## src/rtl/tsc_pkg.sv

```systemverilog
// Package: shared mode encoding and step request type for the slave
// mode controller. Assumes a 3-bit mode field.
package tsc_pkg;

    typedef enum logic [2:0] {
        TSC_FREE    = 3'd0,
        TSC_ENC_B   = 3'd1,
        TSC_ENC_A   = 3'd2,
        TSC_ENC_AB  = 3'd3,
        TSC_RELOAD  = 3'd4,
        TSC_GATED   = 3'd5,
        TSC_START   = 3'd6,
        TSC_EXTCLK  = 3'd7
    } tsc_mode_e;

    typedef struct packed {
        logic up;
        logic down;
        logic reload;
    } tsc_step_t;

endpackage

```

## src/rtl/tsc_edge.sv

```systemverilog
// Module: tsc_edge
// Keeps a one-cycle delayed copy of each input bit and reports change and
// rising-edge strobes for the current cycle. Assumes inputs are already
// synchronous to clk. The delayed copies reset to 0.
module tsc_edge #(
    parameter int N = 3
) (
    input  logic         clk,
    input  logic         rst_n,
    input  logic [N-1:0] sig,
    output logic [N-1:0] chg,
    output logic [N-1:0] rise
);
    logic [N-1:0] prev_q;

    for (genvar i = 0; i < N; i++) begin : g_bit
        // Delay each input bit by one clock.
        always_ff @(posedge clk) begin
            if (!rst_n) prev_q[i] <= 1'b0;
            else        prev_q[i] <= sig[i];
        end
        assign chg[i]  = sig[i] ^ prev_q[i];
        assign rise[i] = sig[i] & ~prev_q[i];
    end

endmodule

```

## src/rtl/tsc_step_dec.sv

```systemverilog
// Module: tsc_step_dec
// Turns the mode, the enable bit and the edge strobes into one step request
// per clock (up, down or reload). Holds the trigger-start running flag and
// produces the registered trigger-event flag. Assumes the edge strobes
// belong to the current cycle.
module tsc_step_dec
    import tsc_pkg::*;
(
    input  logic      clk,
    input  logic      rst_n,
    input  tsc_mode_e mode,
    input  logic      enable,
    input  logic      lvl_a,
    input  logic      lvl_b,
    input  logic      chg_a,
    input  logic      chg_b,
    input  logic      trig_lvl,
    input  logic      trig_rise,
    output tsc_step_t step,
    output logic      enc_mode,
    output logic      trig_evt
);
    logic run_q;
    logic a_up;
    logic b_up;

    // Quadrature rule: A leading B counts up, B leading A counts down.
    assign a_up = lvl_a ^ lvl_b;
    assign b_up = ~(lvl_a ^ lvl_b);
    assign enc_mode = (mode == TSC_ENC_B) || (mode == TSC_ENC_A) || (mode == TSC_ENC_AB);

    // Choose the step request for this cycle from the active mode.
    always_comb begin
        step = '0;
        if (enable) begin
            unique case (mode)
                TSC_FREE:   step.up = 1'b1;
                TSC_ENC_B: begin
                    step.up   = chg_b & b_up;
                    step.down = chg_b & ~b_up;
                end
                TSC_ENC_A: begin
                    step.up   = chg_a & a_up;
                    step.down = chg_a & ~a_up;
                end
                TSC_ENC_AB: begin
                    if (chg_a && !chg_b) begin
                        step.up   = a_up;
                        step.down = ~a_up;
                    end else if (chg_b && !chg_a) begin
                        step.up   = b_up;
                        step.down = ~b_up;
                    end
                end
                TSC_RELOAD: begin
                    step.reload = trig_rise;
                    step.up     = ~trig_rise;
                end
                TSC_GATED:  step.up = trig_lvl;
                TSC_START:  step.up = run_q;
                TSC_EXTCLK: step.up = trig_rise;
                default:    step = '0;
            endcase
        end
    end

    // Running flag of trigger-start mode; cleared only by reset or enable low.
    always_ff @(posedge clk) begin
        if (!rst_n)       run_q <= 1'b0;
        else if (!enable) run_q <= 1'b0;
        else if (mode == TSC_START && trig_rise) run_q <= 1'b1;
    end

    // One-cycle flag for trigger rising edges in the trigger-driven modes.
    always_ff @(posedge clk) begin
        if (!rst_n) trig_evt <= 1'b0;
        else        trig_evt <= enable & trig_rise & mode[2];
    end

    a_r6_single_dir: assert property (@(posedge clk) disable iff (!rst_n)
        !(step.up && step.down));

    a_r10_run_sticky: assert property (@(posedge clk) disable iff (!rst_n)
        (run_q && enable) |=> run_q);

    a_r2_run_cleared: assert property (@(posedge clk) disable iff (!rst_n)
        !enable |=> !run_q);

endmodule

```

## src/rtl/tsc_counter.sv

```systemverilog
// Module: tsc_counter
// Counter register with auto-reload wrap in both directions, update pulse
// and direction register. Assumes at most one of up/down is requested;
// a reload overrides both.
module tsc_counter
    import tsc_pkg::*;
#(
    parameter int W = 16
) (
    input  logic         clk,
    input  logic         rst_n,
    input  tsc_step_t    step,
    input  logic         enc_mode,
    input  logic [W-1:0] arr,
    output logic [W-1:0] count,
    output logic         dir_down,
    output logic         update
);
    localparam logic [W-1:0] ZERO = '0;
    localparam logic [W-1:0] ONE  = W'(1);

    logic [W-1:0] cnt_nxt;
    logic         wrap_nxt;

    // Next count value and wrap flag.
    always_comb begin
        cnt_nxt  = count;
        wrap_nxt = 1'b0;
        if (step.reload) begin
            cnt_nxt  = ZERO;
            wrap_nxt = 1'b1;
        end else if (step.up) begin
            if (count >= arr) begin
                cnt_nxt  = ZERO;
                wrap_nxt = 1'b1;
            end else begin
                cnt_nxt = count + ONE;
            end
        end else if (step.down) begin
            if (count == ZERO) begin
                cnt_nxt  = arr;
                wrap_nxt = 1'b1;
            end else begin
                cnt_nxt = count - ONE;
            end
        end
    end

    // Register the count and the update pulse.
    always_ff @(posedge clk) begin
        if (!rst_n) begin
            count  <= ZERO;
            update <= 1'b0;
        end else begin
            count  <= cnt_nxt;
            update <= wrap_nxt;
        end
    end

    // Track the last encoder step direction; reads up outside encoder modes.
    always_ff @(posedge clk) begin
        if (!rst_n)                        dir_down <= 1'b0;
        else if (!enc_mode)                dir_down <= 1'b0;
        else if (step.up || step.down)     dir_down <= step.down;
    end

    a_r13_up_wrap: assert property (@(posedge clk) disable iff (!rst_n)
        (step.up && !step.reload && count >= arr) |=> (count == ZERO && update));

    a_r7_down_wrap: assert property (@(posedge clk) disable iff (!rst_n)
        (step.down && !step.up && !step.reload && count == ZERO)
        |=> (count == $past(arr) && update));

    a_r3_idle_quiet: assert property (@(posedge clk) disable iff (!rst_n)
        !(step.up || step.down || step.reload) |=> ($stable(count) && !update));

endmodule

```

## src/rtl/tmr_slave_ctl.sv

```systemverilog
// Module: tmr_slave_ctl (top)
// Timer counter with a 3-bit slave-mode select: free run, three quadrature
// encoder modes, trigger reload, gated, trigger start and external clock.
// Assumes encoder channels and trigger are filtered and synchronous to clk.
module tmr_slave_ctl
    import tsc_pkg::*;
#(
    parameter int CNT_W = 16
) (
    input  logic             clk,
    input  logic             rst_n,
    input  logic [2:0]       slv_mode,
    input  logic             enc_a,
    input  logic             enc_b,
    input  logic             trig_in,
    input  logic [CNT_W-1:0] arr,
    input  logic             enable,
    output logic [CNT_W-1:0] count,
    output logic             dir_down,
    output logic             update,
    output logic             trig_evt
);
    localparam int NIN = 3;

    logic [NIN-1:0] in_vec;
    logic [NIN-1:0] in_chg;
    logic [NIN-1:0] in_rise;
    tsc_step_t      step;
    logic           enc_mode;
    tsc_mode_e      mode;

    assign in_vec = {trig_in, enc_b, enc_a};
    assign mode   = tsc_mode_e'(slv_mode);

    tsc_edge #(.N(NIN)) u_edge (
        .clk  (clk),
        .rst_n(rst_n),
        .sig  (in_vec),
        .chg  (in_chg),
        .rise (in_rise)
    );

    tsc_step_dec u_dec (
        .clk      (clk),
        .rst_n    (rst_n),
        .mode     (mode),
        .enable   (enable),
        .lvl_a    (enc_a),
        .lvl_b    (enc_b),
        .chg_a    (in_chg[0]),
        .chg_b    (in_chg[1]),
        .trig_lvl (trig_in),
        .trig_rise(in_rise[2]),
        .step     (step),
        .enc_mode (enc_mode),
        .trig_evt (trig_evt)
    );

    tsc_counter #(.W(CNT_W)) u_cnt (
        .clk     (clk),
        .rst_n   (rst_n),
        .step    (step),
        .enc_mode(enc_mode),
        .arr     (arr),
        .count   (count),
        .dir_down(dir_down),
        .update  (update)
    );

    a_r2_disabled_hold: assert property (@(posedge clk) disable iff (!rst_n)
        !enable |=> ($stable(count) && !update));

    a_r8_trig_reload: assert property (@(posedge clk) disable iff (!rst_n)
        (enable && slv_mode == 3'd4 && in_rise[2]) |=> (count == '0 && update));

    a_r12_evt_source: assert property (@(posedge clk) disable iff (!rst_n)
        trig_evt |-> ($past(trig_in) && $past(enable) && $past(slv_mode[2])));

endmodule

```

## config.mk

```make
export PLATFORM = sky130hd
export DESIGN_NAME = tmr_slave_ctl
export DESIGN_NICKNAME = d
export VERILOG_FILES = /design/src/rtl/tsc_pkg.sv /design/src/rtl/tsc_edge.sv /design/src/rtl/tsc_step_dec.sv /design/src/rtl/tsc_counter.sv /design/src/rtl/tmr_slave_ctl.sv
export SDC_FILE = /design/constraint.sdc
export NUM_CORES = 1
export LEC_CHECK = 0
export BUFFER_PORTS_ARGS = -buffer_cell sky130_fd_sc_hd__buf_2
export CORE_MARGIN = 4
export CORE_UTILIZATION = 50
export DETAILED_ROUTE_END_ITERATION = 8
export GPL_TIMING_DRIVEN = 1
export PLACE_DENSITY_LB_ADDON = 0.15
export SKIP_LAST_GASP = 1
export SLEW_MARGIN = 20
export SYNTH_ARGS = -nofsm -noshare
export SYNTH_HDL_FRONTEND = slang
export SYNTH_SLANG_ARGS = --single-unit
```

## constraint.sdc

```tcl
create_clock -name clk -period 4.19 [get_ports clk]
set_clock_uncertainty 0.1 [all_clocks]
set_input_delay 0.2095 -clock clk [delete_from_list [all_inputs] [get_ports clk]]
set_output_delay 0.2095 -clock clk [all_outputs]
set_load 0.03 [all_outputs]
```

==> impl_metrics.csv, run 1 <==
group,metric,value,unit
sta,setup_viol,0,
global_routing,grt_pass1_wl,12080,um
placement,gp_congestion,0.8555,
power,p_leak,1.155,nW
final_layout,seq_area,460.4,um2
global_routing,grt-ovfl-total,0,
placement,io_buffer_count,43,
global_routing,antenna_found_initial,0,
run,maxCapViolCount,0,
final_layout,finalNonFillerCells,401,
sta,max_slew.worst_pin.slew,0.9377,ns
clock_tree,cts_repair_resize_count,0,
clock_tree,clk_latency,0.27,ns
synth,synthArstFlopShare,0,
floorplanning,fp.dieW,77.48,um
critical_path,critPathSlowestCell,"nand4_2",
global_routing,grt_pass1_vias,2439,
final_layout,n_antenna_cell,0,
clock_tree,clock-root-buffer,"clkbuf_8",
routing,avgViaCountPerCell,6.469,
synth,synth-seq-cells,23,
final_layout,layout-drive-gt1-share,0.1873,
sta,hold_viol_final,0,
sta,post-route-min-period,2.890,ns
floorplanning,ios,44,
critical_path,critPathCaptureType,"register",
final_layout,final_cell_mix,"buf_2 (43), inv_1 (25), a21oi_1 (24), dfxtp_1 (23)",
critical_path,cp_max_fo,23,
sta,max_freq,0.3460,GHz
final_layout,fill_cells,432,
run_status,status,"completed",
synth,syn_inst,317,
sta,rsz0062_at_grt,"false",
synth,ys_warn_count,0,
synth,synth_area_leader_cell,"dfxtp_1",
global_routing,grt_max_degree,24,
final_layout,multi_input_area,1757,um2
final_layout,layout_commonest_cell,"buf_2",
critical_path,crit_required,4.22,ns
power,irDropWorstVdd,0.2511,mV
synth,ys_top_cells_by_area,"dfxtp_1 (19%), ha_1 (9.8%), a21oi_1 (5.0%)",
floorplanning,die_h,77.48,um
critical_path,crit_path_cell_trace,"inv_1 -> ha_1 -> nor4b_4 -> nand4_2 -> nand2b_1 -> a21o_1 -> a32oi_1 -> a2111oi_2",
floorplanning,dieArea,6002,um2
critical_path,cp-start-kind,"register",
critical_path,crit_arrival,2.92,ns
synth,synth_seq_area_share,0.1908,
sta,report.final.slew_viol_count,0,
floorplanning,rows,25,
clock_tree,path_clk_slew,0.09,ns
clock_tree,clk_path_buf_depth,2,
routing,drtPass1Iterations,5,
placement,dp.cells,397,
min_path,min-delay-path-class,"in -> reg",
clock_tree,cts_tree,"done",
final_layout,finish.utilization,0.5664,
final_layout,synthToLayoutAreaGrowth,10.11,%
clock_tree,clock_sinks,23,
clock_tree,cts_buffers,3,
final_layout,layout.nets,392,
sta,finalCritPeriodShare,0.6898,
critical_path,critPathMaxStageDelay,0.60,ns
power,power.density,379.0,nW/um2
synth,syn_nets,361,
synth,synth-edff-count,0,
floorplanning,core-area,4692,um2
routing,drc,0,
placement,hpwl,5131,um
synth,synth_area,2414,um2
global_routing,track_usage,0.2439,
floorplanning,initial_core_util,0.5144,
sta,fin_tns_setup,0,ns
critical_path,worstSetupPathType,"reg -> reg",
clock_tree,cts_setup_buffers,0,
synth,ys_types,61,
synth,yosysTopAreaCellShare,0.1908,
synth,ys.flop_type,"dfxtp_1",
clock_tree,htreeDepth,1,
routing,wl_per_cell,17.54,um
synth,syn_area_per_cell,7.614,um2
routing,ant_nets,0,
sta,slew-limit-headroom,0.3701,
routing,wl,7032,um
routing,vias,2594,
routing,drtIter0Drc,232,
clock_tree,hold_buffers,0,
==> state kept, by name (all words and copies together) (netlist names) <==
signal / flops
u_dec.trig_evt: 1
u_cnt.dir_down: 1
u_cnt.update: 1
u_cnt.count: 16
u_edge.prev_q: 3
u_dec.run_q: 1
==> power breakdown <==
part | leakage (nW) | total [W] | internal [W] | switching [W]
registers | 0.187 | 0.000280 | 0.000236 | 0.0000443
logic | 0.946 | 0.000575 | 0.000228 | 0.000347
clock network | 0.0217 | 0.000152 | 0.0000675 | 0.0000844
total | 1.16 | 0.00101 | 0.000531 | 0.000476
==> cells in the mapped netlist (6+ instances only) <==
cell type  count
and2_1         9
nand2_1       20
ha_1          19
mux2i_1        7
dfxtp_1       23
a21oi_1       24
inv_1         25
o211ai_1       7
and3_1         7
xnor2_1        6
nand3_1       18
buf_2          9
nor2_1        21
nor3_1        10
nand4_1        7
clkbuf_1       6
o21ai_0       15
a211oi_1       7
==> logic make-up (layout without fill, tap and decap cells) <==
| family | count (synthesis) | count (layout) | synth area share |
|---|---|---|---|
| buf+inv | 44 | 74 | 0.08242 |
| compound gates | 96 | 96 | 0.2815 |
| mux | 7 | 7 | 0.02903 |
| fa+ha+maj | 19 | 19 | 0.09850 |
| flops | 23 | 23 | 0.1908 |
| simple gates | 119 | 119 | 0.2851 |
| xor+xnor | 9 | 9 | 0.03266 |
==> path summary, 6_finish.rpt <==
path / from / to / slack (ns) / cells past startpoint
hold / removal: slv_mode[2] / u_cnt.dir_down / 0.06 / 2
hold reg to reg: u_dec.run_q / u_dec.run_q / 0.42 / 2
setup / recovery: u_cnt.count[0] / u_cnt.count[5] / 1.30 / 8
setup reg to reg: u_cnt.count[0] / u_cnt.count[5] / 1.30 / 8
==> critical path: cells and delay by family, from the launching register on <==
kind                       cells  cell delay [ns]
AOI/OAI and AO/OA              3             0.43
adders and majority gates      1             0.25
buffers and inverters          1             0.18
DFF                            1             0.41
and+or+nand+nor                3             1.38
==> routing by layer <==
| layer | wire, um | GRT usage |
|---|---|---|
| met5 | 0 | 0 |
| met4 | 40 | 0.05160 |
| met3 | 503 | 0.03828 |
| met2 | 3356 | 0.4016 |
| met1 | 3132 | 0.3357 |
==> stage by stage <==
stage	hold WS [ns]	cell area, um2	total power [W]	worst slack [ns]
final	0.05739	2658	0.001007	1.300
after floorplan	0.1862	2414	0.0007411	1.587
after global placement	0.3483	2606	0.0008424	1.309
after global routing	0.05940	2658	0.001090	0.9933
after detailed placement	0.3490	2606	0.0008510	1.315
after CTS	0.05172	2655	0.001005	1.305
==> final cells by class <==
type	instances	area share
clock inverters	1	0.002825
inverters	25	0.03531
repair buffers	45	0.08663
multi-input cells	250	0.6610
clock buffers	3	0.01554
flip-flops and latches	23	0.1733
well taps	54	0.02542
Note: power is estimated with default switching activity, not from simulation.
==> run 2, diff against run 1 <==
Clock period 4.19 ns to 2.88 ns, I/O delays scaled along.
==> run 2 against run 1 <==
  * Sequential share of layout area is 1.2 points lower
  * Sequential power is 31% higher
  * First-iteration DRC count is 24% higher
  * Largest power group unchanged
  * Global-route usage is 0.072 points higher
  * Critical path depth stayed put
  * Critical endpoint is now u_cnt.count[12]
  * Via count is 2.7% higher
==> impl_metrics.csv, run 2 (synthesis results as in run 1) <==
group,metric,value,unit
run_status,status,"completed",
critical_path,crit_required,2.92,ns
sta,hold_ws,0.008347,ns
clock_tree,cts_tree,"done",
power,switching_share,0.4644,
sta,post-route-min-period,2.671,ns
final_layout,fill_cells,477,
placement,io_buffer_count,43,
clock_tree,clock-root-buffer,"clkbuf_8",
global_routing,grt_pass1_vias,2529,
global_routing,track_usage,0.2446,
power,power_frac_clock,0.138,
floorplanning,initial_core_util,0.5144,
final_layout,top_regs,"u_cnt.count (16), u_edge.prev_q (3)",
clock_tree,path_clk_slew,0.09,ns
critical_path,cp_top_family,"compound AO/OA/AOI/OAI gates",
routing,ant_nets,0,
global_routing,grt_pass1_wl,12030,um
global_routing,grt_max_degree,17,
critical_path,critPathSlowestCell,"a2111oi_0",
final_layout,final_cell_mix,"buf_2 (43), inv_1 (25), buf_4 (25), a21oi_1 (24), dfxtp_1 (23)",
final_layout,layout.nets,417,
critical_path,worstSetupPathType,"reg -> reg",
routing,drtPass1Iterations,5,
critical_path,critPathCaptureType,"register",
routing,drtIter0Drc,288,
floorplanning,ios,44,
clock_tree,clk_path_buf_depth,2,
placement,place_ws,0.2697,ns
sta,fin_ws,0.2088,ns
power,irDropWorstVdd,0.3776,mV
critical_path,crit_arrival,2.71,ns
placement,hpwl,5439,um
critical_path,path_buf_inv,1,
placement,gp_congestion,0.8884,
power,power.density,545.7,nW/um2
routing,avgViaCountPerCell,6.256,
critical_path,critPathMaxStageDelay,0.93,ns
final_layout,regMostFlops,"u_cnt.count",
floorplanning,core-area,4692,um2
clock_tree,cts_buffers,3,
final_layout,synthToLayoutAreaGrowth,18.04,%
floorplanning,fp.dieW,77.48,um
global_routing,use_met3,0.04176,
routing,wl_per_cell,17.06,um
routing,vias,2665,
final_layout,seq_area,460.4,um2
global_routing,antenna_found_initial,0,
power,sequentialPowerShare,0.236,
power,p_int,0.0008326,W
floorplanning,dieArea,6002,um2
final_layout,largest_register_ffs,16,
global_routing,grt-ovfl-total,0,
run,maxCapViolCount,0,
critical_path,crit_path_cell_trace,"ha_1 -> o21a_1 -> o21ai_0 -> a2111oi_0 -> a21boi_2 -> buf_4 -> a41oi_1 -> a21oi_1",
sta,max_freq,0.3744,GHz
power,p_sw,0.0007220,W
sta,max_slew.worst_pin.slew,1.012,ns
sta,report.final.slew_viol_count,0,
sta,slew-limit-headroom,0.3078,
sta,hold_viol_final,0,
min_path,min-delay-path-class,"in -> reg",
floorplanning,rows,25,
clock_tree,htreeDepth,1,
final_layout,n_antenna_cell,0,
global_routing,use_met2,0.4041,
routing,drc,0,
final_layout,layout_commonest_cell,"buf_2",
final_layout,multi_input_area,1758,um2
power,p_leak,1.284,nW
sta,fin_tns_setup,0,ns
clock_tree,clock_sinks,23,
floorplanning,die_h,77.48,um
final_layout,layout-drive-gt1-share,0.2366,
clock_tree,clk_latency,0.27,ns
critical_path,cp_max_fo,12,
global_routing,use_met1,0.3298,
routing,wl,7268,um
sta,setup_viol,0,
power,combPwrFrac,0.626,
critical_path,cp-start-kind,"register",
sta,finalCritPeriodShare,0.9275,
sta,rsz0062_at_grt,"true",
global_routing,busiest_layer,"met2",
-- run 2: cell count changes in the layout (fill, tap and decap cells not counted), sizes merged --
cell / before / now
clkinvlp: 1 / 0
dlygate4sd3: 0 / 2
clkinv: 0 / 1
buf: 45 / 68
-- run 2: what timing repair did --
item,4_1_cts,5_1_grt
hold buffers,2,0
hold endpoints to repair,2,0
gates resized for setup,0,1
buffers inserted,0,0
setup endpoints to repair,0,1
-- run 2: final cells by class --
class,instances,share of cell area
Multi-Input combinational cell,250,0.6170
Sequential cell,23,0.1616
Timing Repair Buffer,70,0.1484
Inverter,25,0.03294
Tap cell,54,0.02372
Clock buffer,3,0.01449
Clock inverter,1,0.001757
-- run 2: routing by layer --
metal | share of wire | up-vias | wire, um
met2 | 0.48 | 98 | 3453
met5 | 0 | - | 0
met4 | 0.012 | 0 | 86
met1 | 0.45 | 1249 | 3299
li1 | - | 1305 | -
met3 | 0.059 | 13 | 429
-- run 2: power groups by stage --
| stage | Clock, W | Sequential [W] | Combinational (W) |
|---|---|---|---|
| 2_1_floorplan | 0 | 0.000421 | 0.000657 |
| 4_1_cts | 0.000219 | 0.000366 | 0.000961 |
| 5_1_grt | 0.000234 | 0.000371 | 0.00107 |
| 3_5_place_dp | 0 | 0.000373 | 0.000953 |
| 3_3_place_gp | 0 | 0.000372 | 0.000938 |
| 6_report | 0.000215 | 0.000366 | 0.000973 |
-- run 2: through the flow --
stage	area, um2	power (W)	utilization	std cells
6_report	2849	0.001555	0.6072	426
5_1_grt	2849	0.001674	0.6072	426
4_1_cts	2845	0.001545	0.6064	426
3_5_place_dp	2779	0.001327	0.5923	420
3_3_place_gp	2779	0.001310	0.5923	420
2_1_floorplan	2414	0.001078	-	317
-- run 2: final timing paths --
kind                                startpoint                to  slack (ns)  cells after the start
worst max register to register  u_cnt.count[6]   u_cnt.count[12]        0.21                      8
worst max-delay path            u_cnt.count[6]   u_cnt.count[12]        0.21                      8
worst min register to register     u_dec.run_q       u_dec.run_q        0.43                      2
worst min-delay path                     enc_b  u_edge.prev_q[1]       0.008                      2
-- run 2: worst register-to-register path: cells and delay by family, from the launching register on --
family / cells / cell delay, ns
compound gates: 6 / 1.60
fa+ha+maj: 1 / 0.27
buf+inv: 1 / 0.23
flops: 1 / 0.33
